==> config.mk <==
export PLATFORM = sky130hd
export DESIGN_NAME = synth_pll
export DESIGN_NICKNAME = d
export VERILOG_FILES = /design/src/rtl/synth_pkg.sv /design/src/rtl/synth_ctl.sv /design/src/rtl/synth_div.sv /design/src/rtl/synth_pfd.sv /design/src/rtl/synth_pll.sv
export SDC_FILE = /design/constraint.sdc
export NUM_CORES = 1
export LEC_CHECK = 0
export BUFFER_PORTS_ARGS = -buffer_cell sky130_fd_sc_hd__buf_2
export CORE_ASPECT_RATIO = 0.7
export CORE_MARGIN = 2
export CORE_UTILIZATION = 36
export DETAILED_ROUTE_END_ITERATION = 8
export HOLD_SLACK_MARGIN = 0.06
export PLACE_DENSITY = 0.53
export SLEW_MARGIN = 20
export SYNTH_ARGS = -nofsm -noshare
export SYNTH_HDL_FRONTEND = slang
export SYNTH_SLANG_ARGS = --single-unit
==> constraint.sdc <==
create_clock -name clk -period 4.34 [get_ports clk]
set_input_delay 0.434 -clock clk [delete_from_list [all_inputs] [get_ports clk]]
set_output_delay 0.434 -clock clk [all_outputs]
set_load 0.05 [all_outputs]
==> src/rtl/synth_pkg.sv <==
package synth_pkg;
  localparam int DIV_W = 16;

  typedef enum logic [1:0] {
    SEL_OFF0 = 2'b00,
    SEL_OFF1 = 2'b01,
    SEL_AM   = 2'b10,
    SEL_FM   = 2'b11
  } selCode_t;

  typedef struct packed {
    logic syncReset;  // clear every register
    logic holdZero;   // counter held at zero (stopped or no path)
    logic advance;    // one selected oscillator tick
    logic shadowWr;   // write the shadow divisor
    logic refStrobe;  // reference edge that may be used
    logic pfdClear;   // detector forced released
  } ctlStrobes_t;
endpackage

==> src/rtl/synth_ctl.sv <==
module synth_ctl
  import synth_pkg::*;
(
  input  logic        clk,
  input  logic        rst,
  input  logic        pllRun,
  input  logic [1:0]  selCode,
  input  logic        fmTick,
  input  logic        amTick,
  input  logic        refTick,
  input  logic        nWrite,
  output ctlStrobes_t strobes,
  output logic        bandHigh
);
  selCode_t selNow;
  logic     pathOn;
  logic     pathTick;

  assign selNow = selCode_t'(selCode);

  always_comb begin
    pathOn   = 1'b0;
    pathTick = 1'b0;
    unique case (selNow)
      SEL_FM: begin pathOn = 1'b1; pathTick = fmTick; end
      SEL_AM: begin pathOn = 1'b1; pathTick = amTick; end
      default: begin pathOn = 1'b0; pathTick = 1'b0; end
    endcase
  end

  always_comb begin
    strobes.syncReset = rst;
    strobes.holdZero  = rst | ~pllRun | ~pathOn;
    strobes.advance   = ~rst & pllRun & pathOn & pathTick;
    strobes.shadowWr  = ~rst & nWrite;
    strobes.refStrobe = ~rst & pllRun & refTick;
    strobes.pfdClear  = rst | ~pllRun;
  end

  always_ff @(posedge clk) begin
    if (rst) bandHigh <= 1'b0;
    else     bandHigh <= (selNow == SEL_AM);
  end
endmodule

==> src/rtl/synth_div.sv <==
module synth_div
  import synth_pkg::*;
#(
  parameter int NW      = DIV_W,
  parameter int RESET_N = 1
) (
  input  logic            clk,
  input  ctlStrobes_t     strobes,
  input  logic [NW-1:0]   nData,
  output logic            divPulse,
  output logic [NW-1:0]   divCount
);
  localparam logic [NW-1:0] N_ONE   = NW'(1);
  localparam logic [NW-1:0] N_RESET = NW'(RESET_N);

  logic [NW-1:0] nShadow;
  logic [NW-1:0] nActive;
  logic [NW-1:0] nLast;
  logic          atTerminal;

  always_comb begin
    nLast      = (nActive == '0) ? '0 : (nActive - N_ONE);
    atTerminal = strobes.advance & (divCount >= nLast);
  end

  always_ff @(posedge clk) begin
    if (strobes.syncReset) begin
      nShadow <= N_RESET;
    end else if (strobes.shadowWr) begin
      nShadow <= nData;
    end
  end

  always_ff @(posedge clk) begin
    if (strobes.syncReset) begin
      nActive  <= N_RESET;
      divCount <= '0;
      divPulse <= 1'b0;
    end else if (strobes.holdZero) begin
      divCount <= '0;
      divPulse <= 1'b0;
    end else if (atTerminal) begin
      nActive  <= nShadow;
      divCount <= '0;
      divPulse <= 1'b1;
    end else begin
      if (strobes.advance) divCount <= divCount + N_ONE;
      divPulse <= 1'b0;
    end
  end
endmodule

==> src/rtl/synth_pfd.sv <==
module synth_pfd
  import synth_pkg::*;
(
  input  logic        clk,
  input  ctlStrobes_t strobes,
  input  logic        divPulse,
  output logic        upFlag,
  output logic        dnFlag
);
  logic upNext;
  logic dnNext;

  always_comb begin
    upNext = upFlag | divPulse;
    dnNext = dnFlag | strobes.refStrobe;
    if (upNext & dnNext) begin
      upNext = 1'b0;
      dnNext = 1'b0;
    end
  end

  always_ff @(posedge clk) begin
    if (strobes.pfdClear) begin
      upFlag <= 1'b0;
      dnFlag <= 1'b0;
    end else begin
      upFlag <= upNext;
      dnFlag <= dnNext;
    end
  end
endmodule

==> src/rtl/synth_pll.sv <==
module synth_pll
  import synth_pkg::*;
#(
  parameter int NW = DIV_W
) (
  input  logic          clk,
  input  logic          rst,
  input  logic          pllRun,
  input  logic [1:0]    selCode,
  input  logic          fmTick,
  input  logic          amTick,
  input  logic          refTick,
  input  logic          nWrite,
  input  logic [NW-1:0] nData,
  output logic          bandHigh,
  output logic          pumpDrive,
  output logic          pumpLevel
);
  ctlStrobes_t   strobes;
  logic          divPulse;
  logic [NW-1:0] divCount;
  logic          upFlag;
  logic          dnFlag;

  synth_ctl u_ctl (
    .clk(clk), .rst(rst), .pllRun(pllRun), .selCode(selCode),
    .fmTick(fmTick), .amTick(amTick), .refTick(refTick),
    .nWrite(nWrite), .strobes(strobes), .bandHigh(bandHigh)
  );

  synth_div #(.NW(NW), .RESET_N(1)) u_div (
    .clk(clk), .strobes(strobes), .nData(nData),
    .divPulse(divPulse), .divCount(divCount)
  );

  synth_pfd u_pfd (
    .clk(clk), .strobes(strobes), .divPulse(divPulse),
    .upFlag(upFlag), .dnFlag(dnFlag)
  );

  assign pumpDrive = upFlag ^ dnFlag;
  assign pumpLevel = upFlag & ~dnFlag;
endmodule

==> impl_metrics.json <==
{
  "cp.arrival_ps": 3900,
  "io_buffers": 27,
  "via_count": 2062,
  "synth.avg_cell_area_um2": 9.31,
  "numClockSinks": 52,
  "antenna_found_initial": 0,
  "finalCritPeriodShare": 0.848,
  "layout_commonest_cell": "dfxtp_1",
  "setup_tns_ps": 0,
  "power_mw": 0.990,
  "post-cts-setup-buffers": 0,
  "final-setup-viol-count": 0,
  "area_growth_pct": 12.6,
  "synth_edf_count": 0,
  "cts_resized": 0,
  "drc": 0,
  "wire_per_inst_um": 13.2,
  "firstDrtPassIters": 4,
  "synthCells": 299,
  "hold_path_class": "in2reg",
  "peakVddDrop_v": 0.000132,
  "place_area_mm2": 0.00301,
  "grt_overflow": 0,
  "grt_pass1_wl_um": 9470,
  "grt_pass1_vias": 1927,
  "worstMarginPinSlew_ps": 723,
  "finClkSkew_ps": 6.26,
  "synthFlopType": "dfxtp_1",
  "diodes": 0,
  "synth_fp_nets": 344,
  "cp.required_ps": 4560,
  "synth_area_mm2": 0.00279,
  "drive_gt1_frac": 0.178,
  "avgViaCountPerCell": 4.87,
  "drv_cap": 0,
  "p_leak_nw": 1.35,
  "fp.dieH_um": 77.6,
  "drt_first_iter_violations": 77,
  "ctsHoldBuffers": 0,
  "htreeDepth": 2,
  "cts.path.max_buffers": 2,
  "hold_ws_ps": 318,
  "gp_congestion": 0.750,
  "cts_tree": "yes",
  "finalMaxSlewViolations": 0,
  "die_width_um": 109,
  "synth_area_leader_cell": "dfxtp_1",
  "drt_wl_total_um": 5600,
  "insertion_delay_ps": 300,
  "ant_nets": 0,
  "timing.fmax_ghz": 0.272,
  "cts_buffers": 5,
  "finalHoldViolCount": 0,
  "synthTopCellsByArea": "dfxtp_1 37%, ha_1 9.0%, mux2i_1 7.9%",
  "synth-seq-cells": 52,
  "fp.coreArea_mm2": 0.00738,
  "fin_nets": 370,
  "period_needed_ps": 3680,
  "rows": 26,
  "critical_path_class": "reg2reg",
  "mostFrequentLayoutCells": "52 x dfxtp_1, 33 x nor2_1, 27 x buf_2",
  "powerDensity_mw_per_mm2": 316,
  "yosys_warnings": 0,
  "cts_root_buf": "clkbuf_8",
  "cp-start-kind": "flip-flop",
  "design_area_mm2": 0.00314,
  "die_area_mm2": 0.00847,
  "start_util": 0.377,
  "grt_use_total": 0.139,
  "hpwl_um": 4210,
  "synth_cell_types": 41,
  "run_status": "completed",
  "synth_top_area_frac": 0.374,
  "seq_area_frac_synth": 0.374,
  "relSlewSlack": 0.514,
  "synthArstFlopShare": 0,
  "path_clk_slew_ps": 90,
  "end_kind": "flip-flop",
  "grt_max_degree": 35,
  "cp_max_fo": 17,
  "ios": 28,
  "rsz0062_at_grt": "no"
}
layout make-up:
| class | instances | area, µm² |
|---|---|---|
| Multi-Input combinational cell | 225 | 1640 |
| Sequential cell | 52 | 1040 |
| Fill cell | 728 | 4250 |
| Timing Repair Buffer | 30 | 158 |
| Clock buffer | 5 | 68.8 |
| Tap cell | 98 | 123 |
| Inverter | 11 | 41.3 |
| Clock inverter | 2 | 60.1 |
registers in the layout (all words and copies together) (netlist names):
signal	cells
u_ctl.bandHigh	1
u_div.divCount	16
u_div.divPulse	1
u_div.nActive	16
u_div.nShadow	16
u_pfd.dnFlag	1
u_pfd.upFlag	1
synthesized netlist by cell type (all sizes together) (2+ instances only):
cell type,instances
nand4,7
nor2,33
nor2b,14
and3,2
nand2,21
ha,20
xnor2,11
o21ai,5
nor3b,2
inv,11
mux2i,22
buf,6
mux2,15
dfxtp,52
nand3b,2
nor3,23
nand3,6
nand2b,2
a21oi,8
clkbuf,5
xor2,13
nor4,7
path summary, 6_finish.rpt:
check	startpoint	endpoint	slack, ps	depth (start not counted)
min reg2reg	u_div.divPulse	u_pfd.dnFlag	420	1
max	u_div.nActive[4]	u_div.divCount[3]	660	12
max reg2reg	u_div.nActive[4]	u_div.divCount[3]	660	12
min	selCode[0]	u_ctl.bandHigh	320	2
metal layers:
layer  track usage  part of all wire  vias to the layer above  routed length, µm
met3        0.0303             0.049                        2                274
met5             0                 0                        -                  0
li1              -                 -                     1093                  -
met2         0.189              0.38                       39               2150
met4        0.0269            0.0030                        0                 17
met1         0.221              0.56                      928               3160
critical path: stages, from the launching register on:
cell and delay [ps]:
dfxtp_1 360, or4_4 590, nor4_4 200, nor3b_4 280, nand2_1 240, or2b_1 220, ha_1 220, a2111oi_0 470
nand3b_1 190, a41o_1 170, buf_4 250, inv_2 200, nor3_1 210
cell families after synthesis:
logic type               share of synthesized area
AO/OA/AOI/OAI                               0.0391
XOR/XNOR                                    0.0755
multiplexers                                 0.140
AND/OR/NAND/NOR                              0.246
adder cells (fa/ha/maj)                     0.0898
buffers and inverters                       0.0359
flip-flops                                   0.374
report_power, final:
part           switching, mW  internal, mW
clock                  0.157         0.227
sequential            0.0101         0.491
combinational         0.0581        0.0474
stage by stage:
stage | std cells | setup slack (ps) | util
2_1_floorplan | 299 | 1110 | -
3_3_place_gp | 416 | 735 | 0.407
3_5_place_dp | 416 | 651 | 0.407
4_1_cts | 423 | 618 | 0.425
5_1_grt | 423 | 368 | 0.425
6_report | 423 | 658 | 0.425
Note: power is estimated with default switching activity, not from simulation.
